--- src/rtl/rtc_frz_pkg.sv ---
package rtc_frz_pkg;

  localparam int unsigned FLD_W = 8;

  // Field order inside the held copy; the century must stay last.
  typedef enum logic [2:0] {
    FLD_SEC  = 3'd0,
    FLD_MIN  = 3'd1,
    FLD_HOUR = 3'd2,
    FLD_WDAY = 3'd3,
    FLD_MDAY = 3'd4,
    FLD_MON  = 3'd5,
    FLD_YEAR = 3'd6,
    FLD_CENT = 3'd7
  } fld_idx_e;

  function automatic logic bcd_pair_ok(input logic [FLD_W-1:0] v);
    return (v[7:4] <= 4'd9) && (v[3:0] <= 4'd9);
  endfunction

endpackage

--- src/rtl/rtc_frz_rst_sync.sv ---
module rtc_frz_rst_sync (
  input  logic clk,
  input  logic rst_n,
  output logic srst_n
);

  logic [1:0] sync_q;

  always_ff @(posedge clk or negedge rst_n) begin
    if (!rst_n) begin
      sync_q <= 2'b00;
    end else begin
      sync_q <= {sync_q[0], 1'b1};
    end
  end

  assign srst_n = sync_q[1];

endmodule

--- src/rtl/rtc_frz_ctl.sv ---
module rtc_frz_ctl (
  input  logic       clk,
  input  logic       rst_n,
  input  logic       sec_tick,
  input  logic       ctl_we,
  input  logic [1:0] ctl_wdata,
  input  logic       wr_hit,
  output logic       rd_frz,
  output logic       wr_frz,
  output logic       upd_en,
  output logic       load_stb
);

  logic rd_q, wr_q, mod_q, resync_q, load_q;
  logic rd_nxt, wr_nxt, mod_nxt, resync_nxt, load_nxt;
  logic wr_fall, frz_now, frz_next, release_now;

  always_comb begin
    rd_nxt      = ctl_we ? ctl_wdata[0] : rd_q;
    wr_nxt      = ctl_we ? ctl_wdata[1] : wr_q;
    wr_fall     = wr_q & ~wr_nxt;
    frz_now     = rd_q | wr_q;
    frz_next    = rd_nxt | wr_nxt;
    release_now = frz_now & ~frz_next;
    upd_en      = ~frz_now & ~load_q & (sec_tick | resync_q);
    load_nxt    = wr_fall & (mod_q | wr_hit);
    mod_nxt     = wr_fall ? 1'b0 : (mod_q | wr_hit);
    if (release_now) begin
      resync_nxt = 1'b1;
    end else if (upd_en) begin
      resync_nxt = 1'b0;
    end else begin
      resync_nxt = resync_q;
    end
  end

  always_ff @(posedge clk or negedge rst_n) begin
    if (!rst_n) begin
      rd_q     <= 1'b0;
      wr_q     <= 1'b0;
      mod_q    <= 1'b0;
      resync_q <= 1'b0;
      load_q   <= 1'b0;
    end else begin
      rd_q     <= rd_nxt;
      wr_q     <= wr_nxt;
      mod_q    <= mod_nxt;
      resync_q <= resync_nxt;
      load_q   <= load_nxt;
    end
  end

  assign rd_frz   = rd_q;
  assign wr_frz   = wr_q;
  assign load_stb = load_q;


  load_after_fall_chk: assert property (@(posedge clk) disable iff (!rst_n)
    load_stb |-> (!wr_q && $past(wr_q)));


  mod_cleared_chk: assert property (@(posedge clk) disable iff (!rst_n)
    load_stb |-> !mod_q);


  no_idle_load_chk: assert property (@(posedge clk) disable iff (!rst_n)
    (wr_q && ctl_we && !ctl_wdata[1] && !mod_q && !wr_hit) |=> !load_stb);


  skip_load_cycle_chk: assert property (@(posedge clk) disable iff (!rst_n)
    load_stb |-> !upd_en);

endmodule

--- src/rtl/rtc_frz_field.sv ---
module rtc_frz_field
  import rtc_frz_pkg::*;
#(
  parameter bit BCD_ONLY = 1'b0
) (
  input  logic             clk,
  input  logic             rst_n,
  input  logic             upd_en,
  input  logic [FLD_W-1:0] cnt_byte,
  input  logic             wr_en,
  input  logic [FLD_W-1:0] wdata,
  output logic             accept,
  output logic [FLD_W-1:0] q
);

  logic [FLD_W-1:0] q_r, q_nxt;
  logic             data_ok;

  generate
    if (BCD_ONLY) begin : g_bcd
      assign data_ok = bcd_pair_ok(wdata);
    end else begin : g_raw
      assign data_ok = 1'b1;
    end
  endgenerate

  always_comb begin
    accept = wr_en & data_ok;
    if (accept) begin
      q_nxt = wdata;
    end else if (upd_en) begin
      q_nxt = cnt_byte;
    end else begin
      q_nxt = q_r;
    end
  end

  always_ff @(posedge clk or negedge rst_n) begin
    if (!rst_n) begin
      q_r <= '0;
    end else begin
      q_r <= q_nxt;
    end
  end

  assign q = q_r;


  hold_when_idle_chk: assert property (@(posedge clk) disable iff (!rst_n)
    (!upd_en && !accept) |=> $stable(q));


  follow_counter_chk: assert property (@(posedge clk) disable iff (!rst_n)
    (upd_en && !wr_en) |=> (q == $past(cnt_byte)));


  refuse_bad_chk: assert property (@(posedge clk) disable iff (!rst_n)
    (wr_en && !data_ok && !upd_en) |=> $stable(q));

endmodule

--- src/rtl/rtc_hold_frz.sv ---
module rtc_hold_frz
  import rtc_frz_pkg::*;
#(
  parameter int unsigned NUM_FIELDS = 8,
  parameter int unsigned CENT_IDX   = 7,
  localparam int unsigned SEL_W     = $clog2(NUM_FIELDS) + 1,
  localparam int unsigned TIME_W    = NUM_FIELDS * FLD_W
) (
  input  logic              clk,
  input  logic              rst_n,
  input  logic              sec_tick,
  input  logic [TIME_W-1:0] cnt_time,
  input  logic              ctl_we,
  input  logic [1:0]        ctl_wdata,
  output logic [1:0]        ctl_state,
  input  logic              fld_we,
  input  logic [SEL_W-1:0]  fld_sel,
  input  logic [FLD_W-1:0]  fld_wdata,
  output logic [TIME_W-1:0] user_time,
  output logic              load_stb,
  output logic [TIME_W-1:0] load_time
);

  logic                  srst_n;
  logic                  rd_frz, wr_frz, upd_en, wr_hit;
  logic [NUM_FIELDS-1:0] acc_vec;

  rtc_frz_rst_sync u_rst (
    .clk    (clk),
    .rst_n  (rst_n),
    .srst_n (srst_n)
  );

  rtc_frz_ctl u_ctl (
    .clk       (clk),
    .rst_n     (srst_n),
    .sec_tick  (sec_tick),
    .ctl_we    (ctl_we),
    .ctl_wdata (ctl_wdata),
    .wr_hit    (wr_hit),
    .rd_frz    (rd_frz),
    .wr_frz    (wr_frz),
    .upd_en    (upd_en),
    .load_stb  (load_stb)
  );

  generate
    for (genvar i = 0; i < NUM_FIELDS; i++) begin : g_fld
      logic sel_hit;
      assign sel_hit = fld_we & wr_frz & (fld_sel == SEL_W'(i));
      rtc_frz_field #(
        .BCD_ONLY (i == CENT_IDX)
      ) u_fld (
        .clk      (clk),
        .rst_n    (srst_n),
        .upd_en   (upd_en),
        .cnt_byte (cnt_time[i*FLD_W +: FLD_W]),
        .wr_en    (sel_hit),
        .wdata    (fld_wdata),
        .accept   (acc_vec[i]),
        .q        (user_time[i*FLD_W +: FLD_W])
      );
    end
  endgenerate

  assign wr_hit    = |acc_vec;
  assign ctl_state = {wr_frz, rd_frz};
  assign load_time = user_time;


  locked_write_chk: assert property (@(posedge clk) disable iff (!srst_n)
    (fld_we && !wr_frz && !upd_en) |=> $stable(user_time));


  single_field_chk: assert property (@(posedge clk) disable iff (!srst_n)
    $countones(acc_vec) <= 1);


  load_data_stable_chk: assert property (@(posedge clk) disable iff (!srst_n)
    load_stb |=> $stable(user_time) || !$past(rd_frz) || $past(wr_hit));

endmodule

--- config.mk ---
export PLATFORM = sky130hd
export DESIGN_NAME = rtc_hold_frz
export DESIGN_NICKNAME = d
export VERILOG_FILES = /design/src/rtl/rtc_frz_pkg.sv /design/src/rtl/rtc_frz_rst_sync.sv /design/src/rtl/rtc_frz_ctl.sv /design/src/rtl/rtc_frz_field.sv /design/src/rtl/rtc_hold_frz.sv
export SDC_FILE = /design/constraint.sdc
export NUM_CORES = 1
export LEC_CHECK = 0
export BUFFER_PORTS_ARGS = -buffer_cell sky130_fd_sc_hd__buf_4
export CORE_MARGIN = 4
export CORE_UTILIZATION = 40
export CTS_BUF_LIST = sky130_fd_sc_hd__clkbuf_8
export DETAILED_ROUTE_END_ITERATION = 7
export GPL_TIMING_DRIVEN = 0
export HOLD_SLACK_MARGIN = 0.15
export PLACE_DENSITY = 0.83
export SYNTH_ARGS = -nofsm -noshare
export SYNTH_HDL_FRONTEND = slang
export SYNTH_SLANG_ARGS = --single-unit
--- constraint.sdc ---
create_clock -name clk -period 6 [get_ports clk]
set_input_delay 0.9 -clock clk [delete_from_list [all_inputs] [get_ports clk]]
set_output_delay 0.9 -clock clk [all_outputs]
set_load 0.05 [all_outputs]
==> impl_metrics.tcl, run 1 <==
set metrics [dict create \
    cp-end-kind "output port" \
    area_growth_pct 48.77 \
    routabilityCongestion 0.7733 \
    coreArea_um2 9729 \
    max-slew-margin-rel_pct 40.53 \
    syn_nets 464 \
    postCtsHoldBufs 0 \
    slowest_stage "dfrtp_1" \
    synth_top_area_cell "dfrtp_1" \
    critical_path.top_delay_family "flip-flops" \
    io_buffers 205 \
    htreeDepth 3 \
    antenna_found_initial 0 \
    rows 36 \
    regToRegStartpoint "u_ctl.wr_frz" \
    synth_area_per_cell_um2 10.40 \
    arrival_ns 1.16 \
    nets 680 \
    vdd_drop_max_uv 306.2 \
    cts_sinks 71 \
    crit_start "u_ctl.wr_frz" \
    n_antenna_cell 0 \
    dr.pass1.iters 5 \
    maxSlewViolCount 0 \
    status "finished, final reports clean" \
    fp.dieH_um 107.5 \
    cp_max_fo 7 \
    io_pins 214 \
    synth-seq-cells 71 \
    grt_max_degree 70 \
    worstMarginPinSlew_ns 0.8920 \
    finClkSkew_ns 0.01310 \
    worst_ep_required_time_ns 5.10 \
    netlist_area_um2 3961 \
    p_total_mw 3.381 \
    clkTransAtPathRegs_ns 0.08 \
    p_per_area_nw_per_um2 573.8 \
    max_stage_delay_ns 0.49 \
    drcViolationCount 0 \
    drt_iter0_drc 118 \
    final-hold-violation-count 0 \
    reg2reg_to "g_fld[2].u_fld.q[7]" \
    cts_buffer_depth 2 \
    crit_top_cell "buf_4" \
    drive_above_1_share_pct 53.65 \
    drtAntennaViolNets 0 \
    path_buf_inv 2 \
    grt_pass1_wl_mm 18.51 \
    start_util_pct 40.72 \
    yosys_warnings 0 \
    setup.worst_path.class "reg -> out" \
    root_buffer "clkbuf_8" \
    grt_setup_unrepaired "false" \
    yosys.area.top_type_share_pct 44.85 \
    post_cts_resized 0 \
    fillers 827 \
    grt.total_usage_pct 20.56 \
    hpwl_mm 9.024 \
    r2r_cells 6 \
    postLayoutCoreUtil_pct 60.57 \
    die_x_um 107.5 \
    vias_per_cell 4.714 \
    holdWs_ns 0.3230 \
    timing.fmax_mhz 484.4 \
    cts_setup_buffers 0 \
    setup_tns_ns 0 \
    overflow 0 \
    grt_pass1_vias 3613 \
    netlist_top_cells_area "dfrtp_1 (45%), mux2i_1 (16%), buf_4 (13%)" \
    die_area_um2 11560 \
    syn-instance-count 381 \
    cts_tree "done" \
    drv_cap 0 \
    post-route-period-util_pct 34.41 \
    synth_cell_types 25 \
    clk_latency_ns 0.34 \
    hp-class "in -> async" \
    cts_buffers 9 \
    ys_seq_area_share_pct 44.85 \
    p_leak_nw 3.232 \
    drt-total-wl_mm 11.92 \
    wire_per_inst_um 16.22 \
    r2r_slack_ns 4.45 \
    finalSetupViolCount 0 \
    start_kind "register" \
    vias 3465 \
    min_period_ns 2.064 \
    crit_chain "buf_4 > buf_4" \
]
## metrics by stage
step / setup WS (ns) / cells / cell area (µm²)
3_5_place_dp: 3.817 / 719 / 5670
5_1_grt: 3.876 / 735 / 5893
2_1_floorplan: 3.876 / 381 / 3961
6_report: 3.936 / 735 / 5893
3_3_place_gp: 3.167 / 719 / 5667
4_1_cts: 3.917 / 735 / 5893
## cell usage in the layout, fill, tap and decap left out, drive strengths merged
cell | netlist | layout
clkbuf | 0 | 10
a21oi | 40 | 40
dfrtp | 71 | 71
a21boi | 1 | 1
bufinv | 0 | 2
inv | 0 | 1
buf | 89 | 294
nor2 | 43 | 43
nand2 | 29 | 29
clkinv | 0 | 2
nor3 | 2 | 2
clkinvlp | 0 | 1
conb | 1 | 1
and2 | 1 | 1
mux2i | 64 | 64
o21a | 1 | 1
o22ai | 1 | 1
nor3b | 3 | 3
nand4b | 2 | 2
and4bb | 1 | 1
o21ai | 28 | 28
mux2 | 2 | 2
nand3b | 2 | 2
## cell usage after synthesis (all sizes together)
| cell | n |
|---|---|
| buf | 89 |
| o21a | 1 |
| nor3b | 3 |
| nor2 | 43 |
| dfrtp | 71 |
| conb | 1 |
| a21oi | 40 |
| nand2 | 29 |
| a21boi | 1 |
| o21ai | 28 |
| nor3 | 2 |
| mux2 | 2 |
| nand3b | 2 |
| and2 | 1 |
| and4bb | 1 |
| nand4b | 2 |
| mux2i | 64 |
| o22ai | 1 |
## worst max path at each step
stage	to	slack, ns	cells after the start
after floorplan	g_fld[0].u_fld.q[0]	3.88	0
after global routing	ctl_state[1]	3.88	2
after CTS	ctl_state[1]	3.92	2
after detailed placement	g_fld[7].u_fld.q[7]	3.82	6
after global placement	g_fld[6].u_fld.q[1]	3.17	0
final	ctl_state[1]	3.94	2
## sequential cells by signal, summed over array words and instances, names as in the netlist
name	flops
u_rst.sync_q	2
u_ctl.resync_q	1
u_ctl.wr_frz	1
g_fld.u_fld.q	64
u_ctl.load_stb	1
u_ctl.rd_frz	1
u_ctl.mod_q	1
## layer usage
metal	wire (µm)	global-route usage [%]	vias up
met5	0	0	-
met3	903	4.679	22
met1	4414	23.51	1644
met2	6334	37.39	149
li1	-	-	1650
met4	267	7.214	0
## kinds of logic after synthesis
group / synth area share, %
DFF: 44.85
AOI/OAI and AO/OA: 9.223
buffers and inverters: 18.10
other: 0.09467
muxes: 16.74
and+or+nand+nor: 10.99
## cell type report
class | count | area (µm²) | share of cell area, %
Sequential cell | 71 | 1780 | 30.21
Timing Repair Buffer | 205 | 1539 | 26.11
Multi-Input combinational cell | 221 | 1468 | 24.90
Buffer | 89 | 716.9 | 12.17
Tap cell | 133 | 166.4 | 2.824
Clock buffer | 10 | 137.6 | 2.335
Clock inverter | 6 | 85.08 | 1.444
## report_power, final
group	leakage, nW	internal [mW]	switching, mW	total, mW
clock network	0.114	0.244	0.182	0.426
registers	0.831	0.638	0.149	0.787
logic	2.29	0.744	1.42	2.17
total	3.23	1.63	1.76	3.38
(Power assumes the default switching activity.)
==> inputs of run 2 (changes only) <==
Settings changed: ABC_AREA set to 1, PLACE_DENSITY 0.83 to 0.81.
Clock period 6 ns to 2 ns, I/O delays scaled along.
==> impl_metrics.tcl, run 2 <==
set metrics [dict create \
    cp_max_fo 10 \
    max-slew-margin-rel_pct 39.91 \
    status "finished, final reports clean" \
    vdd_drop_max_uv 942.0 \
    synth_top_area_cell "dfrtp_1" \
    post_cts_resized 0 \
    worstMarginPinSlew_ns 0.9013 \
    globalRouteMet2Util_pct 35.18 \
    syn_nets 689 \
    drive_above_1_share_pct 38.88 \
    n_antenna_cell 0 \
    yosys.area.top_type_share_pct 41.42 \
    met3_usage_pct 5.000 \
    htreeDepth 3 \
    p_per_area_nw_per_um2 1477 \
    synth_edf_count 0 \
    arrival_ns 1.93 \
    synth_area_per_cell_um2 7.078 \
    vias_per_cell 4.579 \
    dp.cells 955 \
    pre_cts_ws_ns 0.1420 \
    final-hold-violation-count 0 \
    nets 914 \
    fp.dieH_um 111.6 \
    instances_no_fill 972 \
    drt_iter0_drc 211 \
    drv_cap 0 \
    netlist_area_um2 4289 \
    wire_per_inst_um 13.75 \
    rows 37 \
    netlist_top_cells_area "dfrtp_1 (41%), nand2_1 (21%), buf_4 (12%)" \
    busiest_layer "met2" \
    clkTransAtPathRegs_ns 0.08 \
    syn-instance-count 606 \
    synth-seq-cells 71 \
    finalSetupViolCount 0 \
    drtAntennaViolNets 0 \
    ys_top_cells_by_count "nand2_1 (238), nand3_1 (81), inv_1 (72), dfrtp_1 (71), buf_4 (68)" \
    cts_buffer_depth 2 \
    clk_latency_ns 0.33 \
    hpwl_mm 9.949 \
    grt_pass1_vias 4147 \
    synth_cell_types 21 \
    post-route-period-util_pct 84.82 \
    p_leak_nw 3.764 \
    start_util_pct 41.36 \
    start_kind "register" \
    antenna_found_initial 0 \
    finClkSkew_ns 0.009052 \
    routabilityCongestion 0.8148 \
    yosys_warnings 0 \
    root_buffer "clkbuf_8" \
    drt-total-wl_mm 13.36 \
    dr.pass1.iters 5 \
    timing.fmax_mhz 589.5 \
    drcViolationCount 0 \
    cts_sinks 71 \
    worst_ep_required_time_ns 2.23 \
    io_buffers 213 \
    grt_pass1_wl_mm 20.95 \
    setup.worst_path.class "reg -> reg" \
    cts_buffers 9 \
    cts_setup_buffers 0 \
    cts_tree "done" \
    fillers 1022 \
    maxSlewViolCount 0 \
    min_period_ns 1.696 \
    cp-end-kind "register" \
    hp-class "in -> reg" \
    setup_tns_ns 0 \
    grt_max_degree 70 \
    io_pins 214 \
    grt_util_met1_pct 27.01 \
    die_x_um 111.6 \
    die_area_um2 12440 \
    mostFrequentLayoutCells "buf_4 (281), nand2_1 (238), nand3_1 (81)" \
    coreArea_um2 10370 \
    holdWs_ns 0.1860 \
    vias 4451 \
    overflow 0 \
    grt_setup_unrepaired "false" \
    largest_reg_flops 64 \
    grt.total_usage_pct 20.88 \
    fin_ws_ns 0.3035 \
    ys_seq_area_share_pct 41.42 \
    area_growth_pct 45.65 \
    final_common_cell "buf_4" \
    synth_flop_cell "dfrtp_1" \
    async_reset_ff_share_pct 100.0 \
    synth_most_common_cell "nand2_1" \
]
[run 2: cells by family (layout without fill, tap and decap cells)]
| group | count (synthesis) | after routing | share of synthesized area, % |
|---|---|---|---|
| and+or+nand+nor | 367 | 367 | 37.22 |
| other | 1 | 1 | 0.08743 |
| buffers and inverters | 153 | 383 | 19.57 |
| DFF | 71 | 71 | 41.42 |
| AOI/OAI and AO/OA | 14 | 14 | 1.692 |
[run 2: path summary, 6_finish.rpt]
| kind | cells after the start | slack (ns) | end | from |
|---|---|---|---|---|
| setup / recovery | 7 | 0.30 | g_fld[0].u_fld.q[2] | u_ctl.wr_frz |
| setup reg to reg | 7 | 0.30 | g_fld[0].u_fld.q[2] | u_ctl.wr_frz |
| max in group asynchronous | 0 | 0.95 | g_fld[0].u_fld.q[5] | u_rst.sync_q[1] |
| hold reg to reg | 0 | 0.35 | u_rst.sync_q[1] | u_rst.sync_q[0] |
| hold / removal | 2 | 0.19 | u_ctl.wr_frz | ctl_we |
| min in group asynchronous | 2 | 0.27 | u_rst.sync_q[1] | rst_n |
[run 2: critical path, cell delays in order, from the launching register on]
cell	delay, ns
dfrtp_1	0.43
nor2_1	0.23
nand3b_2	0.24
buf_2	0.27
nand2_4	0.13
inv_1	0.15
nand2_1	0.09
nand2_1	0.05
[run 2: power by group]
group          internal (mW)  leakage, nW  switching [mW]
clock network          0.478       0.0895           0.557
logic                   1.93         2.80            3.98
registers               1.87        0.876           0.410
total                   4.28         3.76            4.94
[run 2: cell type report]
type	count	area [µm²]	area share [%]
plain buffers	77	554.3	8.872
clock buffers	10	137.6	2.203
clock inverters	6	37.54	0.6008
inverters	76	285.3	4.566
multi-input cells	382	1673	26.78
flip-flops and latches	71	1780	28.50
well taps	136	170.2	2.724
repair buffers	214	1609	25.76
[run 2: metrics by stage]
stage / cell area, µm² / util (%) / power (mW)
finish: 6247 / 60.24 / 9.230
global route: 6247 / 60.24 / 9.679
CTS: 6247 / 60.24 / 9.311
detailed placement: 6062 / 58.46 / 8.256
global placement: 6060 / 58.43 / 8.191
floorplan: 4290 / - / 6.486
[run 2: metal layers]
| metal | wire length [µm] | up-vias |
|---|---|---|
| met5 | 0 | - |
| met4 | 215 | 0 |
| met3 | 1016 | 13 |
| met2 | 6516 | 173 |
| met1 | 5615 | 2001 |
| li1 | - | 2264 |
[run 2: timing repair]
| action | 4_1_cts | 5_1_grt |
|---|---|---|
| endpoints found under the setup margin | 0 | 0 |
| hold buffers | 1 | 0 |
| endpoints found under the hold margin | 2 | 0 |
==> inputs of run 3 (changes only) <==
Settings changed: ABC_AREA 1 to 0, PLACE_DENSITY 0.81 to 0.86.
Clock period 2 ns to 1.5 ns, I/O delays scaled along.
==> impl_metrics.tcl, run 3 (same netlist as run 1, synthesis figures left out) <==
set metrics [dict create \
    nets 694 \
    final_common_cell "buf_4" \
    worstMarginPinSlew_ns 0.9040 \
    cell_internal_pwr_mw 6.172 \
    die_area_um2 11560 \
    cts_tree "done" \
    final-hold-violation-count 0 \
    htreeDepth 3 \
    cp-end-kind "register" \
    mostFrequentLayoutCells "buf_4 (281), dfrtp_1 (68), mux2i_1 (63)" \
    drv_cap 0 \
    clk_latency_ns 0.33 \
    p_leak_nw 3.317 \
    seqPwrFrac_pct 24.0 \
    drtAntennaViolNets 0 \
    p_per_area_nw_per_um2 2200 \
    post-route-period-util_pct 97.44 \
    hp-class "in -> reg" \
    antenna_found_initial 0 \
    clkTransAtPathRegs_ns 0.07 \
    setup_tns_ns 0 \
    setup.worst_path.class "reg -> reg" \
    finalSetupViolCount 0 \
    instances_no_fill 748 \
    netSwitchingFraction_pct 53.18 \
    rows 36 \
    vias_per_cell 4.726 \
    n_antenna_cell 0 \
    timing.fmax_mhz 684.2 \
    arrival_ns 1.67 \
    switchingPower_mw 7.011 \
    grt_max_degree 70 \
    p_total_mw 13.18 \
    min_period_ns 1.462 \
    start_kind "register" \
    largest_reg_flops 64 \
    pre_cts_ws_ns -0.07281 \
    dp.cells 719 \
    dr.pass1.iters 4 \
    postLayoutCoreUtil_pct 61.60 \
    fin_ws_ns 0.03839 \
    drcViolationCount 0 \
    fillers 830 \
    finClkSkew_ns 0.009286 \
    grt_pass1_wl_mm 18.48 \
    die_x_um 107.5 \
    coreArea_um2 9729 \
    cts_buffers 9 \
    maxSlewViolCount 0 \
    vias 3535 \
    vdd_drop_max_uv 1071 \
    cp_max_fo 10 \
    grt_pass1_vias 3563 \
    drive_above_1_share_pct 54.63 \
    grt.total_usage_pct 20.60 \
    hpwl_mm 9.182 \
    wire_per_inst_um 16.41 \
    status "finished, final reports clean" \
    start_util_pct 40.72 \
    io_buffers 205 \
    io_pins 214 \
    area_growth_pct 51.30 \
    overflow 0 \
    max-slew-margin-rel_pct 39.73 \
    cts_buffer_depth 2 \
    combPwrFrac_pct 66.4 \
    drt-total-wl_mm 12.27 \
    grt_setup_unrepaired "true" \
    cts_sinks 71 \
    worst_ep_required_time_ns 1.71 \
    root_buffer "clkbuf_8" \
    routabilityCongestion 0.7657 \
    drt_iter0_drc 141 \
    fp.dieH_um 107.5 \
    clkPwrFrac_pct 9.7 \
]
## run 3: worst paths after layout
path | startpoint | cells past startpoint | slack [ns] | endpoint
setup / recovery | u_ctl.load_stb | 6 | 0.04 | g_fld[2].u_fld.q[0]
hold / removal | cnt_time[33] | 3 | 0.17 | g_fld[4].u_fld.q[1]
setup reg to reg | u_ctl.load_stb | 6 | 0.04 | g_fld[2].u_fld.q[0]
hold reg to reg | u_rst.sync_q[0] | 0 | 0.36 | u_rst.sync_q[1]
max in group asynchronous | u_rst.sync_q[1] | 0 | 0.41 | u_ctl.wr_frz
min in group asynchronous | rst_n | 2 | 0.21 | u_rst.sync_q[1]
## run 3: stage by stage
stage	instance area, µm²	hold WS, ns
5_1_grt	5993	0.1657
3_5_place_dp	5672	0.01037
2_1_floorplan	3964	-0.07059
4_1_cts	5877	0.1519
6_report	5993	0.1717
3_3_place_gp	5669	0.008003
## run 3: area by class of cell
class,count,area [µm²],area share (%)
plain buffers,89,728.2,12.15
clock buffers,10,137.6,2.296
clock inverters,5,21.27,0.3549
multi-input cells,221,1499,25.01
flip-flops and latches,71,1783,29.75
well taps,133,166.4,2.777
repair buffers,219,1658,27.66
## run 3: metal layers
layer / vias to the layer above / part of all wire, % / global-route usage (%)
met5: - / 0 / 0
met4: 0 / 2.0 / 7.124
met3: 23 / 7.1 / 4.739
met2: 144 / 54 / 38.19
met1: 1689 / 37 / 22.93
li1: 1679 / - / -
## run 3: power groups by stage
| stage | registers, mW | clock network (mW) | logic (mW) |
|---|---|---|---|
| 6_report | 3.16 | 1.27 | 8.75 |
| 5_1_grt | 3.26 | 1.41 | 9.07 |
| 4_1_cts | 3.17 | 1.31 | 8.77 |
| 3_5_place_dp | 3.19 | 0 | 8.76 |
| 3_3_place_gp | 3.14 | 0 | 8.63 |
| 2_1_floorplan | 5.24 | 0 | 4.10 |
## run 3: critical path: stages (launching register included)
cell and delay [ns]:
dfrtp_2 0.43, nor3_2 0.18, o21ai_2 0.09, buf_8 0.17
buf_8 0.16, mux2i_1 0.21, a21oi_1 0.11
## run 3: repair_timing
item | 4_1_cts | 5_1_grt
endpoints found under the setup margin | 36 | 48
hold endpoints to repair | 6 | 0
gates resized for setup | 2 | 10
hold buffers | 4 | 0
pin swaps | 1 | 4
gates cloned | 0 | 0
buffers inserted | 0 | 10
